**src/rtl/nfc_pkg.sv**
```systemverilog
package nfc_pkg;
  typedef enum logic [1:0] {
    CLS_BENIGN,
    CLS_CONTRIB,
    CLS_PAGE,
    CLS_DOUBLE
  } fault_cls_e;

  typedef enum logic [1:0] {
    ACT_PASS,
    ACT_PROMOTE,
    ACT_SHUTDOWN
  } fault_act_e;
endpackage

```
**src/rtl/nfc_classify.sv**
```systemverilog
module nfc_classify
  import nfc_pkg::*;
#(
  parameter int VEC_W      = 8,
  parameter int DF_VEC     = 8,
  parameter int PF_VEC     = 14,
  parameter int CONTRIB_LO = 10,
  parameter int CONTRIB_HI = 13
) (
  input  logic [VEC_W-1:0] vec_i,
  output fault_cls_e       cls_o
);
  localparam logic [VEC_W-1:0] DF = VEC_W'(DF_VEC);
  localparam logic [VEC_W-1:0] PF = VEC_W'(PF_VEC);
  localparam logic [VEC_W-1:0] LO = VEC_W'(CONTRIB_LO);
  localparam logic [VEC_W-1:0] HI = VEC_W'(CONTRIB_HI);

  logic is_contrib;
  assign is_contrib = (vec_i == '0) || ((vec_i >= LO) && (vec_i <= HI));

  always_comb begin
    if (is_contrib)        cls_o = CLS_CONTRIB;
    else if (vec_i == PF)  cls_o = CLS_PAGE;
    else if (vec_i == DF)  cls_o = CLS_DOUBLE;
    else                   cls_o = CLS_BENIGN;
  end
endmodule

```
**src/rtl/nfc_decide.sv**
```systemverilog
module nfc_decide
  import nfc_pkg::*;
(
  input  logic       soft_i,
  input  fault_cls_e prev_cls_i,
  input  fault_cls_e new_cls_i,
  output fault_act_e act_o,
  output logic       track_we_o
);
  logic promote;
  assign promote = ((prev_cls_i == CLS_CONTRIB) && (new_cls_i == CLS_CONTRIB)) ||
                   ((prev_cls_i == CLS_PAGE) &&
                    ((new_cls_i == CLS_CONTRIB) || (new_cls_i == CLS_PAGE)));

  always_comb begin
    act_o      = ACT_PASS;
    track_we_o = 1'b0;
    if (soft_i) begin
      act_o      = ACT_PASS;
      track_we_o = 1'b0;
    end else if (prev_cls_i == CLS_DOUBLE) begin
      act_o      = ACT_SHUTDOWN;
      track_we_o = 1'b1;
    end else if (promote) begin
      act_o      = ACT_PROMOTE;
      track_we_o = 1'b1;
    end else begin
      act_o      = ACT_PASS;
      track_we_o = (new_cls_i != CLS_BENIGN);
    end
  end
endmodule

```
**src/rtl/nfc_tracker.sv**
```systemverilog
module nfc_tracker #(
  parameter int VEC_W    = 8,
  parameter int NONE_VEC = 255
) (
  input  logic             clk_i,
  input  logic             rst_ni,
  input  logic             clear_i,
  input  logic             we_i,
  input  logic [VEC_W-1:0] wdata_i,
  output logic [VEC_W-1:0] prev_o
);
  localparam logic [VEC_W-1:0] NONE = VEC_W'(NONE_VEC);

  logic [VEC_W-1:0] prev_q;

  // clear takes effect before a same-cycle classification
  assign prev_o = clear_i ? NONE : prev_q;

  always_ff @(posedge clk_i or negedge rst_ni) begin
    if (!rst_ni)       prev_q <= NONE;
    else if (we_i)     prev_q <= wdata_i;
    else if (clear_i)  prev_q <= NONE;
  end
endmodule

```
**src/rtl/nested_fault_ctrl.sv**
```systemverilog
module nested_fault_ctrl
  import nfc_pkg::*;
#(
  parameter int VEC_W      = 8,
  parameter int ERR_W      = 32,
  parameter int DF_VEC     = 8,
  parameter int PF_VEC     = 14,
  parameter int CONTRIB_LO = 10,
  parameter int CONTRIB_HI = 13,
  parameter int NONE_VEC   = 255
) (
  input  logic             clk_i,
  input  logic             rst_ni,
  input  logic             valid_i,
  input  logic [VEC_W-1:0] vec_i,
  input  logic [ERR_W-1:0] err_i,
  input  logic             soft_i,
  input  logic             clear_i,
  output logic             valid_o,
  output logic [VEC_W-1:0] vec_o,
  output logic [ERR_W-1:0] err_o,
  output logic             shutdown_o
);
  localparam logic [VEC_W-1:0] DF   = VEC_W'(DF_VEC);
  localparam logic [VEC_W-1:0] NONE = VEC_W'(NONE_VEC);

  logic [VEC_W-1:0] prev_vec;
  fault_cls_e       cls_arr [2];
  logic [VEC_W-1:0] cls_in  [2];
  fault_act_e       act;
  logic             track_we;
  logic [VEC_W-1:0] track_wdata;

  assign cls_in[0] = prev_vec;
  assign cls_in[1] = vec_i;

  for (genvar g = 0; g < 2; g++) begin : g_cls
    nfc_classify #(
      .VEC_W(VEC_W), .DF_VEC(DF_VEC), .PF_VEC(PF_VEC),
      .CONTRIB_LO(CONTRIB_LO), .CONTRIB_HI(CONTRIB_HI)
    ) u_cls (
      .vec_i(cls_in[g]),
      .cls_o(cls_arr[g])
    );
  end

  nfc_decide u_decide (
    .soft_i    (soft_i),
    .prev_cls_i(cls_arr[0]),
    .new_cls_i (cls_arr[1]),
    .act_o     (act),
    .track_we_o(track_we)
  );

  always_comb begin
    case (act)
      ACT_PROMOTE:  track_wdata = DF;
      ACT_SHUTDOWN: track_wdata = NONE;
      default:      track_wdata = vec_i;
    endcase
  end

  nfc_tracker #(.VEC_W(VEC_W), .NONE_VEC(NONE_VEC)) u_track (
    .clk_i  (clk_i),
    .rst_ni (rst_ni),
    .clear_i(clear_i),
    .we_i   (valid_i && track_we),
    .wdata_i(track_wdata),
    .prev_o (prev_vec)
  );

  always_ff @(posedge clk_i or negedge rst_ni) begin
    if (!rst_ni) begin
      valid_o    <= 1'b0;
      shutdown_o <= 1'b0;
      vec_o      <= '0;
      err_o      <= '0;
    end else begin
      valid_o    <= valid_i && (act != ACT_SHUTDOWN);
      shutdown_o <= valid_i && (act == ACT_SHUTDOWN);
      if (valid_i && act == ACT_PROMOTE) begin
        vec_o <= DF;
        err_o <= '0;
      end else if (valid_i && act == ACT_PASS) begin
        vec_o <= vec_i;
        err_o <= err_i;
      end
    end
  end
endmodule

```
**config.mk**
```make
export PLATFORM = sky130hd
export DESIGN_NAME = nested_fault_ctrl
export DESIGN_NICKNAME = d
export VERILOG_FILES = /design/src/rtl/nfc_pkg.sv /design/src/rtl/nfc_classify.sv /design/src/rtl/nfc_decide.sv /design/src/rtl/nfc_tracker.sv /design/src/rtl/nested_fault_ctrl.sv
export SDC_FILE = /design/constraint.sdc
export NUM_CORES = 1
export LEC_CHECK = 0
export BUFFER_PORTS_ARGS = -buffer_cell sky130_fd_sc_hd__clkbuf_2
export CAP_MARGIN = 10
export CORE_MARGIN = 2
export CORE_UTILIZATION = 31
export CTS_BUF_LIST = sky130_fd_sc_hd__clkbuf_16
export CTS_CLUSTER_SIZE = 10
export DETAILED_ROUTE_END_ITERATION = 8
export PLACE_DENSITY = 0.56
export SLEW_MARGIN = 20
export SYNTH_ARGS = -nofsm -noshare
export SYNTH_HDL_FRONTEND = slang
export SYNTH_SLANG_ARGS = --single-unit
```
**constraint.sdc**
```tcl
create_clock -name clk_i -period 3.35 [get_ports clk_i]
set_input_delay 0.67 -clock clk_i [delete_from_list [all_inputs] [get_ports clk_i]]
set_output_delay 0.67 -clock clk_i [all_outputs]
set_load 0.02 [all_outputs]
```
==> results of run 1 <==
==> metal layers <==
layer,global-route usage,part of all wire,vias to the layer above
met5,0,0,-
met4,0.0385,0.011,0
met3,0.0342,0.064,4
met2,0.192,0.42,68
met1,0.188,0.50,857
li1,-,-,978
==> tightest hold or removal path, delay by kind of cell (launching register included) <==
| kind | cells | cell delay (ns) |
|---|---|---|
| and+or+nand+nor | 1 | 0.04 |
| AOI/OAI and AO/OA | 1 | 0.06 |
| DFF | 1 | 0.34 |
==> metrics by stage <==
stage	std cells	hold slack, ns
4_1_cts	428	0.485
2_1_floorplan	246	0.374
5_1_grt	428	0.508
3_3_place_gp	420	0.461
3_5_place_dp	420	0.470
6_report	428	0.479
==> flip-flops by register name, summed over array words and instances, names as in the netlist <==
| register | cells |
|---|---|
| vec_o | 8 |
| valid_o | 1 |
| err_o | 32 |
| u_track.prev_q | 8 |
| shutdown_o | 1 |
==> worst paths after layout <==
check | endpoint | from | depth (start not counted) | slack (ns)
max in group asynchronous | err_o[13] | rst_ni | 2 | 2.13
min in group asynchronous | err_o[3] | rst_ni | 1 | 0.53
worst min-delay path | err_o[30] | err_o[30] | 2 | 0.48
worst max-delay path | err_o[18] | vec_i[5] | 10 | 0.74
worst min register to register | err_o[30] | err_o[30] | 2 | 0.48
worst max register to register | u_track.prev_q[1] | u_track.prev_q[1] | 9 | 1.05
==> synth_stat cells, drive strengths merged <==
cell type / count
a21oi: 10
a41oi: 1
and2: 1
and3: 1
and4b: 1
buf: 3
clkbuf: 12
dfrtp: 42
dfstp: 8
ha: 3
inv: 1
mux2i: 8
nand2: 43
nand2b: 39
nand3b: 1
nand4: 1
nand4b: 1
nor2: 15
nor2b: 1
nor3b: 1
nor4: 2
o211a: 1
o21ai: 46
o31ai: 1
or2: 1
or2b: 1
xnor2: 1
==> cells in the final DEF (no fill, tap or decap), types with 2 or more instances in the layout <==
| cell type | synthesis | layout |
|---|---|---|
| ha_1 | 3 | 3 |
| dfrtp_1 | 42 | 42 |
| nor2_1 | 15 | 15 |
| clkbuf_16 | 0 | 5 |
| dfstp_2 | 8 | 8 |
| o21ai_0 | 44 | 44 |
| nand2b_1 | 39 | 39 |
| a21oi_1 | 10 | 10 |
| inv_1 | 1 | 2 |
| mux2i_1 | 8 | 8 |
| buf_4 | 0 | 3 |
| nand2_1 | 43 | 43 |
| clkbuf_2 | 0 | 85 |
==> final cells by class <==
class	instances	area, um2	area share
Sequential cell	50	1260	0.415
Multi-Input combinational cell	180	1010	0.333
Timing Repair Buffer	90	473	0.156
Clock buffer	5	125	0.0412
Tap cell	99	124	0.0408
Clock inverter	3	41.3	0.0136
Inverter	1	3.75	0.00124
==> report_power, final <==
| group | internal [mW] | total (mW) | leakage [nW] | switching [mW] |
|---|---|---|---|---|
| clock | 0.349 | 0.557 | 0.0812 | 0.208 |
| sequential | 0.648 | 0.670 | 0.597 | 0.0220 |
| combinational | 0.0759 | 0.213 | 0.785 | 0.137 |
==> cell families after synthesis <==
kind of cell / count (synthesis) / share of synthesized area
compound gates: 59 / 0.132
xor+xnor: 1 / 0.00376
fa+ha+maj: 3 / 0.0161
buf+inv: 16 / 0.0295
flops: 50 / 0.541
mux: 8 / 0.0344
simple gates: 109 / 0.243
==> results.sh, run 1 <==
export IMPL_final_cell_area_mm2=0.00304
export IMPL_ys_ff_latch=50
export IMPL_grt_pass1_wl_mm=8.74
export IMPL_crit_path_end_kind="flop"
export IMPL_layout_drive_gt1_share=0.331
export IMPL_max_stage_delay_ns=0.33
export IMPL_cp_cell_sequence="clkbuf_2 > nor4_4 > nand4b_1 > ha_1 > a41oi_1 > or2_2 > ha_1 > o21ai_4 > buf_12 > o21ai_0"
export IMPL_holdBufCountCts=0
export IMPL_worst_slack_ns=0.736
export IMPL_clk_latency_ns=0.28
export IMPL_synthCells=246
export IMPL_syn_avg_cell_area_um2=9.47
export IMPL_fin_nets=376
export IMPL_placement_setup_worst_slack_ns=0.433
export IMPL_io_pins=87
export IMPL_leakage_nw=1.46
export IMPL_synth_area_mm2=0.00233
export IMPL_crit_type="in2reg"
export IMPL_initial_core_util=0.321
export IMPL_tightest_slew_ns=0.936
export IMPL_htreeDepth=2
export IMPL_powerDensity_mw_per_mm2=474
export IMPL_synth_top_area_frac=0.451
export IMPL_vias=1907
export IMPL_ant_nets=0
export IMPL_tns_ns=0
export IMPL_status="complete, no violations"
export IMPL_finalHoldViolCount=0
export IMPL_core_area_mm2=0.00725
export IMPL_power_mw=1.44
export IMPL_numCtsBuffers=5
export IMPL_maxSlewHeadroom=0.376
export IMPL_post_cts_setup_buffer_count=0
export IMPL_n_fill_cell=766
export IMPL_crit_family="simple AND/OR/NAND/NOR gates"
export IMPL_ys_top_cells_by_area="dfrtp_1, nand2b_1, o21ai_0, dfstp_2, nand2_1"
export IMPL_ys_seq_area_frac=0.541
export IMPL_antenna_found_initial=0
export IMPL_clk_pin_slew_worst_paths_ns=0.06
export IMPL_clockBufferDepth=2
export IMPL_yosys_warnings=0
export IMPL_grt_pass1_vias=1835
export IMPL_cpMaxStageDelayCell="nor4_4"
export IMPL_antenna_cells=0
export IMPL_timing_critical_path_buf_inv=2
export IMPL_ctsResizeCount=0
export IMPL_cts_tree="done"
export IMPL_yosysTopAreaCell="dfrtp_1"
export IMPL_fmax_mhz=383
export IMPL_place_congestion=0.822
export IMPL_ir_drop_mv=0.192
export IMPL_drt_iter0_markers=76
export IMPL_portBuffers=86
export IMPL_worstPathRequired_ns=3.50
export IMPL_finalCriticalPeriod_ns=2.61
export IMPL_grt_overflow=0
export IMPL_hpwl_mm=3.78
export IMPL_path_common_cell="ha_1"
export IMPL_syn_nets=294
export IMPL_maxCapViolations=0
export IMPL_die_area_mm2=0.00822
export IMPL_placed_area_mm2=0.00287
export IMPL_fp_dieH_um=90.7
export IMPL_path_max_fanout=80
export IMPL_die_x_um=90.7
export IMPL_skew_ns=0.00439
export IMPL_rsz0062_at_grt="false"
export IMPL_wl_mm=5.17
export IMPL_remaining_drc_errors=0
export IMPL_maxSlewViolCount=0
export IMPL_first_pass_iters=6
export IMPL_hold_path_class="reg2reg"
export IMPL_viasPerCell=4.46
export IMPL_num_rows=31
export IMPL_grt_start_max_net_pins=81
export IMPL_post_route_period_util=0.780
export IMPL_wl_per_cell_um=12.1
export IMPL_critPathLaunchType="input port"
export IMPL_setup_violations_final=0
export IMPL_finish_utilization=0.419
export IMPL_cts_sinks=50
export IMPL_cp_data_arrival_time_ns=2.77
export IMPL_synth_cell_types=31
export IMPL_grtUsageTotal=0.131
export IMPL_root_buffer="clkbuf_16"
export IMPL_area_growth_pct=30.5
Power figures use the tool's default switching activity.
==> run 2, diff against run 1 <==
- PLACE_DENSITY: 0.56 -> 0.58
- clock period: 3.35 -> 2.31 ns (I/O delays scaled with it)
==> results.sh, run 2 (synthesis results as in run 1) <==
export IMPL_status="complete, no violations"
export IMPL_crit_type="in2reg"
export IMPL_hpwl_mm=4.03
export IMPL_regToRegEndpoint="err_o[11]"
export IMPL_worstPathRequired_ns=2.48
export IMPL_top_layer="met4"
export IMPL_grt_overflow=0
export IMPL_remaining_drc_errors=0
export IMPL_crit_cells=11
export IMPL_wl_mm=5.88
export IMPL_finalHoldViolCount=0
export IMPL_worst_slack_ns=0.0414
export IMPL_ant_nets=0
export IMPL_skew_ns=0.00619
export IMPL_htreeDepth=2
export IMPL_viasPerCell=4.58
export IMPL_clk_pin_slew_worst_paths_ns=0.07
export IMPL_r2r_cells=10
export IMPL_crit_path_end_kind="flop"
export IMPL_ff2ff_setup_slack_ns=0.09
export IMPL_grt_pass1_wl_mm=9.10
export IMPL_die_area_mm2=0.00822
export IMPL_finish_utilization=0.472
export IMPL_grtUsageTotal=0.134
export IMPL_portBuffers=86
export IMPL_root_buffer="clkbuf_16"
export IMPL_route_met3_wl_um=303
export IMPL_core_area_mm2=0.00725
export IMPL_combPwrFrac=0.163
export IMPL_wl_per_cell_um=13.1
export IMPL_switching_power_mw=0.571
export IMPL_cts_sinks=50
export IMPL_p_seq_frac=0.428
export IMPL_crit_family="simple AND/OR/NAND/NOR gates"
export IMPL_layout_drive_gt1_share=0.417
export IMPL_max_stage_delay_ns=0.32
export IMPL_place_congestion=0.870
export IMPL_fp_dieH_um=90.7
export IMPL_initial_core_util=0.321
export IMPL_mostFrequentLayoutCells="clkbuf_2, dfrtp_1, nand2b_1"
export IMPL_ir_drop_mv=0.323
export IMPL_num_rows=31
export IMPL_placed_area_mm2=0.00301
export IMPL_final_cell_area_mm2=0.00342
export IMPL_cp_cell_sequence="buf_8 > nor4_4 > nand4b_1 > ha_1 > a41oi_2 > or2_4 > ha_4 > o21ai_4 > buf_12 > clkbuf_16 > o21ai_0"
export IMPL_final_common_cell="clkbuf_2"
export IMPL_grt_start_max_net_pins=51
export IMPL_post_route_period_util=0.982
export IMPL_timing_rr_start="u_track.prev_q[1]"
export IMPL_p_clk_frac=0.409
export IMPL_fmax_mhz=441
export IMPL_seqCellArea_mm2=0.00126
export IMPL_first_pass_iters=4
export IMPL_maxCapViolations=0
export IMPL_cp_data_arrival_time_ns=2.43
export IMPL_placement_setup_worst_slack_ns=-0.286
export IMPL_rsz0062_at_grt="true"
export IMPL_cts_tree="done"
export IMPL_maxSlewHeadroom=0.580
export IMPL_hold_path_class="in2async"
export IMPL_largest_reg_flops=32
export IMPL_clockBufferDepth=2
export IMPL_clk_latency_ns=0.29
export IMPL_io_pins=87
export IMPL_fin_nets=397
export IMPL_antenna_found_initial=0
export IMPL_vias=2055
export IMPL_power_mw=2.29
export IMPL_dr_wl_met2_mm=2.67
export IMPL_leakage_nw=1.65
export IMPL_drt_iter0_markers=52
export IMPL_regMostFlops="err_o"
export IMPL_p_sw_frac=0.250
export IMPL_die_x_um=90.7
export IMPL_numCtsBuffers=5
export IMPL_reg_top3="err_o (32), u_track.prev_q (8), vec_o (8)"
export IMPL_setup_violations_final=0
export IMPL_area_growth_pct=46.8
export IMPL_multi_input_area_mm2=0.00109
export IMPL_cpMaxStageDelayCell="ha_1"
export IMPL_n_fill_cell=711
export IMPL_tightest_slew_ns=0.630
export IMPL_finalCriticalPeriod_ns=2.27
export IMPL_antenna_cells=0
export IMPL_timing_critical_path_buf_inv=3
export IMPL_critPathLaunchType="input port"
export IMPL_grt_pass1_vias=1924
export IMPL_maxSlewViolCount=0
export IMPL_wl_met1_mm=2.84
export IMPL_powerDensity_mw_per_mm2=668
export IMPL_crit_start="vec_i[5]"
export IMPL_p_int_mw=1.72
export IMPL_path_max_fanout=13
run 2: worst reg2reg max path, delay by kind of cell (launching register included):
kind	cells	cell delay, ns
flip-flops	1	0.59
buffers and inverters	2	0.34
AND/OR/NAND/NOR	3	0.39
adder cells (fa/ha/maj)	1	0.23
AO/OA/AOI/OAI	4	0.56
run 2: layout make-up:
class | count | area share
Sequential cell | 50 | 0.369
Multi-Input combinational cell | 180 | 0.319
Timing Repair Buffer | 111 | 0.218
Clock buffer | 5 | 0.0366
Tap cell | 99 | 0.0362
Clock inverter | 3 | 0.0201
Inverter | 1 | 0.00110
run 2: worst max-delay path by stage:
stage	to	slack [ns]
after floorplan	err_o[0]	0.01
after global placement	err_o[17]	-0.21
after detailed placement	err_o[17]	-0.29
after CTS	err_o[13]	0.02
after global routing	vec_o[6]	-0.09
final	err_o[11]	0.04
run 2: power groups by stage:
stage          clock network [mW]  registers, mW  logic, mW
3_5_place_dp                    0          0.991      0.329
5_1_grt                     0.997          0.986      0.408
2_1_floorplan                   0           1.07     0.0890
4_1_cts                     0.958          0.974      0.330
3_3_place_gp                    0          0.988      0.326
6_report                    0.935          0.978      0.373
run 2: routing by layer:
metal | vias to the layer above | track usage
met5 | - | 0
met4 | 0 | 0.0385
met3 | 7 | 0.0334
met2 | 65 | 0.204
met1 | 960 | 0.189
li1 | 1023 | -
run 2: timing repair:
| item | 4_1_cts | 5_1_grt |
|---|---|---|
| endpoints found under the setup margin | 0 | 48 |
| resized for setup | 0 | 47 |
| hold buffers | 0 | 0 |
| buffers inserted | 0 | 2 |
run 2: through the flow:
step / setup TNS, ns / hold slack (ns) / instances
floorplan: 0 / 0.166 / 246
global placement: -8.28 / 0.460 / 434
detailed placement: -10.58 / 0.470 / 434
CTS: 0 / 0.309 / 442
global route: -2.40 / 0.346 / 449
finish: 0 / 0.284 / 449
